File: config.mk
export PLATFORM = sky130hd
export DESIGN_NAME = tap_delay_line
export DESIGN_NICKNAME = d
export VERILOG_FILES = /design/src/rtl/tdl_pkg.sv /design/src/rtl/tdl_stage_chain.sv /design/src/rtl/tdl_tap_mux.sv /design/src/rtl/tdl_out_stage.sv /design/src/rtl/tap_delay_line.sv
export SDC_FILE = /design/constraint.sdc
export NUM_CORES = 1
export LEC_CHECK = 0
export ABC_AREA = 1
export ABC_CLOCK_PERIOD_IN_PS = 1690
export BUFFER_PORTS_ARGS = -buffer_cell sky130_fd_sc_hd__buf_2
export CAP_MARGIN = 0
export CORE_MARGIN = 2
export CORE_UTILIZATION = 45
export DETAILED_ROUTE_END_ITERATION = 6
export GPL_TIMING_DRIVEN = 0
export PLACE_DENSITY = 0.61
export SYNTH_ARGS = -nofsm -noshare
export SYNTH_HDL_FRONTEND = slang
export SYNTH_SLANG_ARGS = --single-unit
File: constraint.sdc
create_clock -name clk -period 1.69 [get_ports clk]
set_input_delay 0.0845 -clock clk [delete_from_list [all_inputs] [get_ports clk]]
set_output_delay 0.0845 -clock clk [all_outputs]
set_load 0.01 [all_outputs]
File: src/rtl/tdl_pkg.sv
package tdl_pkg;

   typedef enum logic {
      TAP_COMB = 1'b0,
      TAP_REG  = 1'b1
   } tap_mode_e;

   function automatic int unsigned sel_width(input int unsigned depth);
      return (depth <= 2) ? 1 : $clog2(depth);
   endfunction

endpackage

File: src/rtl/tdl_stage_chain.sv
module tdl_stage_chain #(
   parameter int unsigned DEPTH = 16
) (
   input  logic             clk,
   input  logic             shift_en,
   input  logic             din,
   output logic [DEPTH-1:0] taps
);

   logic armed = 1'b0;
   always_ff @(posedge clk) armed <= 1'b1;

   for (genvar i = 0; i < DEPTH; i++) begin : g_stage
      logic src;
      logic bit_r = 1'b0;

      if (i == 0) begin : g_head
         assign src = din;
      end else begin : g_body
         assign src = taps[i-1];
      end

      always_ff @(posedge clk) begin
         if (shift_en) bit_r <= src;
      end

      assign taps[i] = bit_r;

      if (i > 0) begin : g_step_chk

         stage_step_chk: assert property (@(posedge clk) disable iff (!armed)
            shift_en |=> taps[i] == $past(taps[i-1]));
      end
   end


   head_capture_chk: assert property (@(posedge clk) disable iff (!armed)
      shift_en |=> taps[0] == $past(din));


   frozen_chain_chk: assert property (@(posedge clk) disable iff (!armed)
      !shift_en |=> $stable(taps));

endmodule

File: src/rtl/tdl_tap_mux.sv
module tdl_tap_mux #(
   parameter int unsigned DEPTH = 16,
   parameter int unsigned SEL_W = 4
) (
   input  logic [DEPTH-1:0] taps,
   input  logic [SEL_W-1:0] sel,
   output logic             y
);

   logic [DEPTH-1:0] hit;

   for (genvar i = 0; i < DEPTH; i++) begin : g_leg
      assign hit[i] = taps[i] & (sel == SEL_W'(i));
   end

   assign y = |hit;

endmodule

File: src/rtl/tdl_out_stage.sv
module tdl_out_stage (
   input  logic clk,
   input  logic shift_en,
   input  logic d,
   output logic y
);

   logic armed = 1'b0;
   logic q_r   = 1'b0;

   always_ff @(posedge clk) armed <= 1'b1;

   always_ff @(posedge clk) begin
      if (shift_en) q_r <= d;
   end

   assign y = q_r;


   out_load_chk: assert property (@(posedge clk) disable iff (!armed)
      shift_en |=> y == $past(d));


   out_hold_chk: assert property (@(posedge clk) disable iff (!armed)
      !shift_en |=> $stable(y));

endmodule

File: src/rtl/tap_delay_line.sv
module tap_delay_line #(
   parameter int unsigned        DEPTH    = 16,
   parameter tdl_pkg::tap_mode_e TAP_MODE = tdl_pkg::TAP_COMB,
   localparam int unsigned       SEL_W    = tdl_pkg::sel_width(DEPTH)
) (
   input  logic             clk,
   input  logic             shift_en,
   input  logic             din,
   input  logic [SEL_W-1:0] tap_sel,
   output logic             tap_out,
   output logic             chain_out
);

   if (DEPTH < 2) begin : g_depth_min_bad
      $error("tap_delay_line: DEPTH must be at least 2");
   end
   if ((DEPTH & (DEPTH - 1)) != 0) begin : g_depth_pow2_bad
      $error("tap_delay_line: DEPTH must be a power of two");
   end

   logic [DEPTH-1:0] taps;
   logic             tap_comb;

   tdl_stage_chain #(.DEPTH(DEPTH)) u_chain (
      .clk      (clk),
      .shift_en (shift_en),
      .din      (din),
      .taps     (taps)
   );

   tdl_tap_mux #(.DEPTH(DEPTH), .SEL_W(SEL_W)) u_mux (
      .taps (taps),
      .sel  (tap_sel),
      .y    (tap_comb)
   );

   assign chain_out = taps[DEPTH-1];

   if (TAP_MODE == tdl_pkg::TAP_REG) begin : g_reg_tap
      tdl_out_stage u_out (
         .clk      (clk),
         .shift_en (shift_en),
         .d        (tap_comb),
         .y        (tap_out)
      );
   end else begin : g_comb_tap
      assign tap_out = tap_comb;
   end

   logic armed = 1'b0;
   always_ff @(posedge clk) armed <= 1'b1;


   last_tap_agree_chk: assert property (@(posedge clk) disable iff (!armed)
      (tap_sel == SEL_W'(DEPTH - 1)) |-> tap_comb == chain_out);


   chain_hold_chk: assert property (@(posedge clk) disable iff (!armed)
      !shift_en |=> $stable(chain_out));


   tap_hold_chk: assert property (@(posedge clk) disable iff (!armed)
      !shift_en ##1 $stable(tap_sel) |-> $stable(tap_out));

endmodule

# Word level (Yosys, flattened, before mapping)
# Index checks and enable logic that the tools add are counted.
word_totals:
  ramBits: 0
  input_bits: 7
  ff_bits: 16
  wordCells: 49
  memories: 0
  output_inout_bits: 2
  rom_bits: 0
  latchBits: 0
op_classes:
  multipliers: 0
  eq_ne: 15
  order_cmp: 0
  n_reduce_logical: 2
  n_bitwise: 16
  shift: 0
  muxes: 0
  addsub: 0
  div_mod_pow: 0
op_table:
  columns: ["cell", "n"]
  rows:
  - ["4-bit equality test, second input constant", 8]
  - ["1-bit AND", 16]
  - ["4-bit by 3-bit equality test with 1-bit output, second input constant", 4]
  - ["16-bit OR reduction", 1]
  - ["4-bit by 2-bit equality test with 1-bit output, second input constant", 2]
  - ["4-bit by 1-bit equality test with 1-bit output, second input constant", 1]
  - ["4-bit zero test", 1]

# Depth between registers and ports, before layout
depth:
  depth_word: 3
  ltp_mapped: 8
  depth_no_buf: 7

# Cells and area by module
# From an unflattened synthesis, not the netlist that was laid out.
hier_totals:
  cells_unflattened: 78
  hier_area_um2: 807.0
modules_own_cells:
  columns: ["mod", "seq_area_each_um2", "area_per_inst_um2", "instances", "cells_each"]
  rows:
  - ["tdl_stage_chain", 480.5, 600.6, 1, 32]
  - ["tdl_tap_mux", 0.0, 206.4, 1, 46]

# Worst setup path after synthesis
# OpenSTA, ideal clock, no wires.
synth_path:
  path_type: "register -> output"
  from: "register u_chain.g_stage[15].bit_r"
  to: "output tap_out"
  path_buffers: 0
  t_required_ps: 1605
  stages_incl_launch_ff: 7
  arrival_time_ps: 849
  setup_slack_ps: 756
  path_cell_list: "edfxtp_1 > nand3_1 > nand2_1 > nor2_1 > nor2_1 > nor2_1 > nand2_1"
synth_between:
  elab_chain_cells: 2
synth_lines:
  columns: ["item", "line", "rtl"]
  rows:
  - ["start, declared", "tdl_stage_chain.sv:15", "logic bit_r = 1'b0;"]
  - ["start signal, assigned", "tdl_stage_chain.sv:24", "if (shift_en) bit_r <= src;"]
  - ["1-bit AND", "tdl_tap_mux.sv:13", "assign hit[i] = taps[i] & (sel == SEL_W'(i));"]
  - ["16-bit OR reduction", "tdl_tap_mux.sv:16", "assign y = |hit;"]
  - ["end, declared", "tap_delay_line.sv:10", "output logic tap_out,"]
# No other way between the ends.

# Worst setup path in the final report
layout_path:
  from: "register u_chain.g_stage[4].bit_r"
  to: "output tap_out"
layout_between:
  elab_chain_cells: 2
layout_lines:
  columns: ["item", "line"]
  rows:
  - ["start, declared", "tdl_stage_chain.sv:15"]
  - ["start signal, assigned", "tdl_stage_chain.sv:24"]
  - ["1-bit AND", "tdl_tap_mux.sv:13"]
  - ["16-bit OR reduction", "tdl_tap_mux.sv:16"]
# No other way between the ends.

==> metrics.yaml <==
critPathRequiredTime_ns: 1.61
cp-end-kind: "primary output"
first_iter_violations: 12
ir_drop_mv: 0.457
clock_latency_ns: 0.28
skew_ns: 0.00607
netlist_area_um2: 691
drc_errors: 0
power.internal_w: 0.000576
synth_area_leaders: "edfxtp_1 (70%), nand2_1 (9.2%), nand3_1 (8.7%)"
yosysTopAreaCellShare_pct: 69.6
hp-class: "primary input to flop"
root_buffer: "clkbuf_4"
htree_num_levels: 1
place.gp.congestion: 0.740
antenna_found_initial: 0
grt_start_max_net_pins: 17
clk_pin_slew_worst_paths_ns: 0.09
drv_slew: 0
grt_util_all_layers_pct: 14.7
finalSetupTns_ns: 0
powerDensity_mw_per_mm2: 953
drive_above_1_share_pct: 19.2
fin_crit_ns: 1.40
power_frac_comb_pct: 9.1
slew_headroom_pct: 77.1
top_layer: "met4"
worstPathCellList: "nand2_1, nand2_1, nor2_1, nor2_1, nor2_1, nand2_1, buf_2"
synth_area_leader_cell: "edfxtp_1"
drt-met1-wl_um: 546
vias: 443
die_area_mm2: 0.00186
met2_wirelength_um: 500
initial_core_util_pct: 46.9
drtAntennaViolNets: 0
synth.most_common_cell: "nand2_1"
yosys.cell_types.count: 8
leakagePower_nw: 0.329
fin_crit_sh_pct: 82.9
worstPathArrival_ns: 1.32
fp.dieW_um: 43.2
crit_family: "simple AND/OR/NAND/NOR gates"
syn_nets: 69
syn_to_final_growth_pct: 12.5
crit_path_start_kind: "flop"
syn_area_per_cell_um2: 11.1
cts_tree: "yes"
hold_viol: 0
path_max_fanout: 2
antenna_cells: 0
grt_overflow: 0
route.met3.wl_um: 51
routed_via_density: 4.98
port_buffers: 6
dp_worst_setup_slack_ns: 0.622
synthesis.instances: 62
cts_made_buffers: 3
io_pins: 9
grt_pass1_vias: 432
seqPwrFrac_pct: 64.0
cts_setup_buffers: 0
async_flop_share_pct: 0
critPathKind: "flop to primary output"
hpwl_um: 765
setup_viol: 0
p_switching_w: 0.000165
fin_nets: 81
synthTopCellsByCount: "nand2_1 (17), edfxtp_1 (16), nand3_1 (12)"
p_sw_share_pct: 22.3
crit_buf_inv: 1
cts_sinks: 16
die_h_um: 43.2
clock_path_buffers: 2
wirelength_mm: 1.11
yosysWarnings: 0
ys.flop_type: "edfxtp_1"
timing.hold.ws_ns: 0.225
max_freq_ghz: 0.714
maxCapViolCount: 0
synth_edf_count: 16
tightest_slew_ns: 0.344
critPathMaxStageDelay_ns: 0.44
yosysSeqAreaShare_pct: 69.6
ys_seq_elements: 16
firstDrtPassIters: 4
fin_ws_ns: 0.290
rsz0062_at_grt: "no"
grt_pass1_wl_mm: 1.91
rows: 14
core-area_mm2: 0.00147
clkPwrFrac_pct: 26.9
outcome: "completed"
wl_per_cell_um: 12.5
crit_slowest_cell: "edfxtp_1"
[power groups by stage]
stage                     Combinational (W)  Sequential, W  Clock (W)
after floorplan                   0.0000417       0.000480          0
after global placement            0.0000643       0.000483          0
after detailed placement          0.0000665       0.000483          0
after CTS                         0.0000684       0.000475   0.000205
after global routing              0.0000763       0.000478   0.000224
final                             0.0000673       0.000474   0.000199
[final timing paths]
path	from	endpoint	slack [ns]	cells past startpoint
hold reg to reg	u_chain.g_stage[2].bit_r$_DFFE_PP_	u_chain.g_stage[3].bit_r$_DFFE_PP_	0.46	0
setup / recovery	u_chain.g_stage[4].bit_r$_DFFE_PP_	tap_out	0.29	7
hold / removal	shift_en	u_chain.g_stage[5].bit_r$_DFFE_PP_	0.23	1
setup reg to reg	u_chain.g_stage[4].bit_r$_DFFE_PP_	u_chain.g_stage[5].bit_r$_DFFE_PP_	0.98	0
[flip-flops by register name, summed over array words and instances, names as in the netlist]
register and flops:
u_chain.g_stage.bit_r 15, u_chain.g_stage.src 1
[per-layer routing]
layer	up-vias	GRT usage [%]
met5	-	0
met4	0	7.27
met3	2	5.11
met2	8	20.0
met1	202	20.7
li1	231	-
[metrics by stage]
stage | total power (W) | cells | utilization [%] | cell area [um2]
floorplan | 0.000522 | 62 | - | 691
detailed placement | 0.000550 | 84 | 50.3 | 741
global route | 0.000778 | 89 | 52.8 | 777
global placement | 0.000548 | 84 | 50.3 | 741
CTS | 0.000748 | 89 | 52.8 | 777
finish | 0.000741 | 89 | 52.8 | 777
[kinds of logic (layout without fill, tap and decap cells)]
group / Yosys count / count (layout) / synth area share [%]
and+or+nand+nor: 40 / 40 / 25.0
DFF: 16 / 16 / 69.6
buffers and inverters: 6 / 17 / 5.44
[layout make-up]
cell class / instances / area, um2
Tap cell: 16 / 20.0
Inverter: 4 / 15.0
Fill cell: 139 / 694
Timing Repair Buffer: 7 / 40.0
Clock buffer: 3 / 22.5
Sequential cell: 16 / 480
Clock inverter: 1 / 3.75
Multi-Input combinational cell: 40 / 173
Buffer: 2 / 22.5
[cells in the final DEF (no fill, tap or decap)]
master	Yosys	final
clkbuf_4	0	3
buf_6	2	2
clkinv_1	0	1
buf_2	0	6
nand3_1	12	12
nor2_4	1	1
inv_1	2	2
nand2_1	17	17
nor2_1	10	10
inv_2	2	2
edfxtp_1	16	16
dlygate4sd3_1	0	1
[timing repair]
| action | in CTS | in global routing |
|---|---|---|
| gates resized for setup | 0 | 0 |
| hold endpoints to repair | 1 | 0 |
| hold buffers | 1 | 0 |
(Power assumes the default switching activity.)
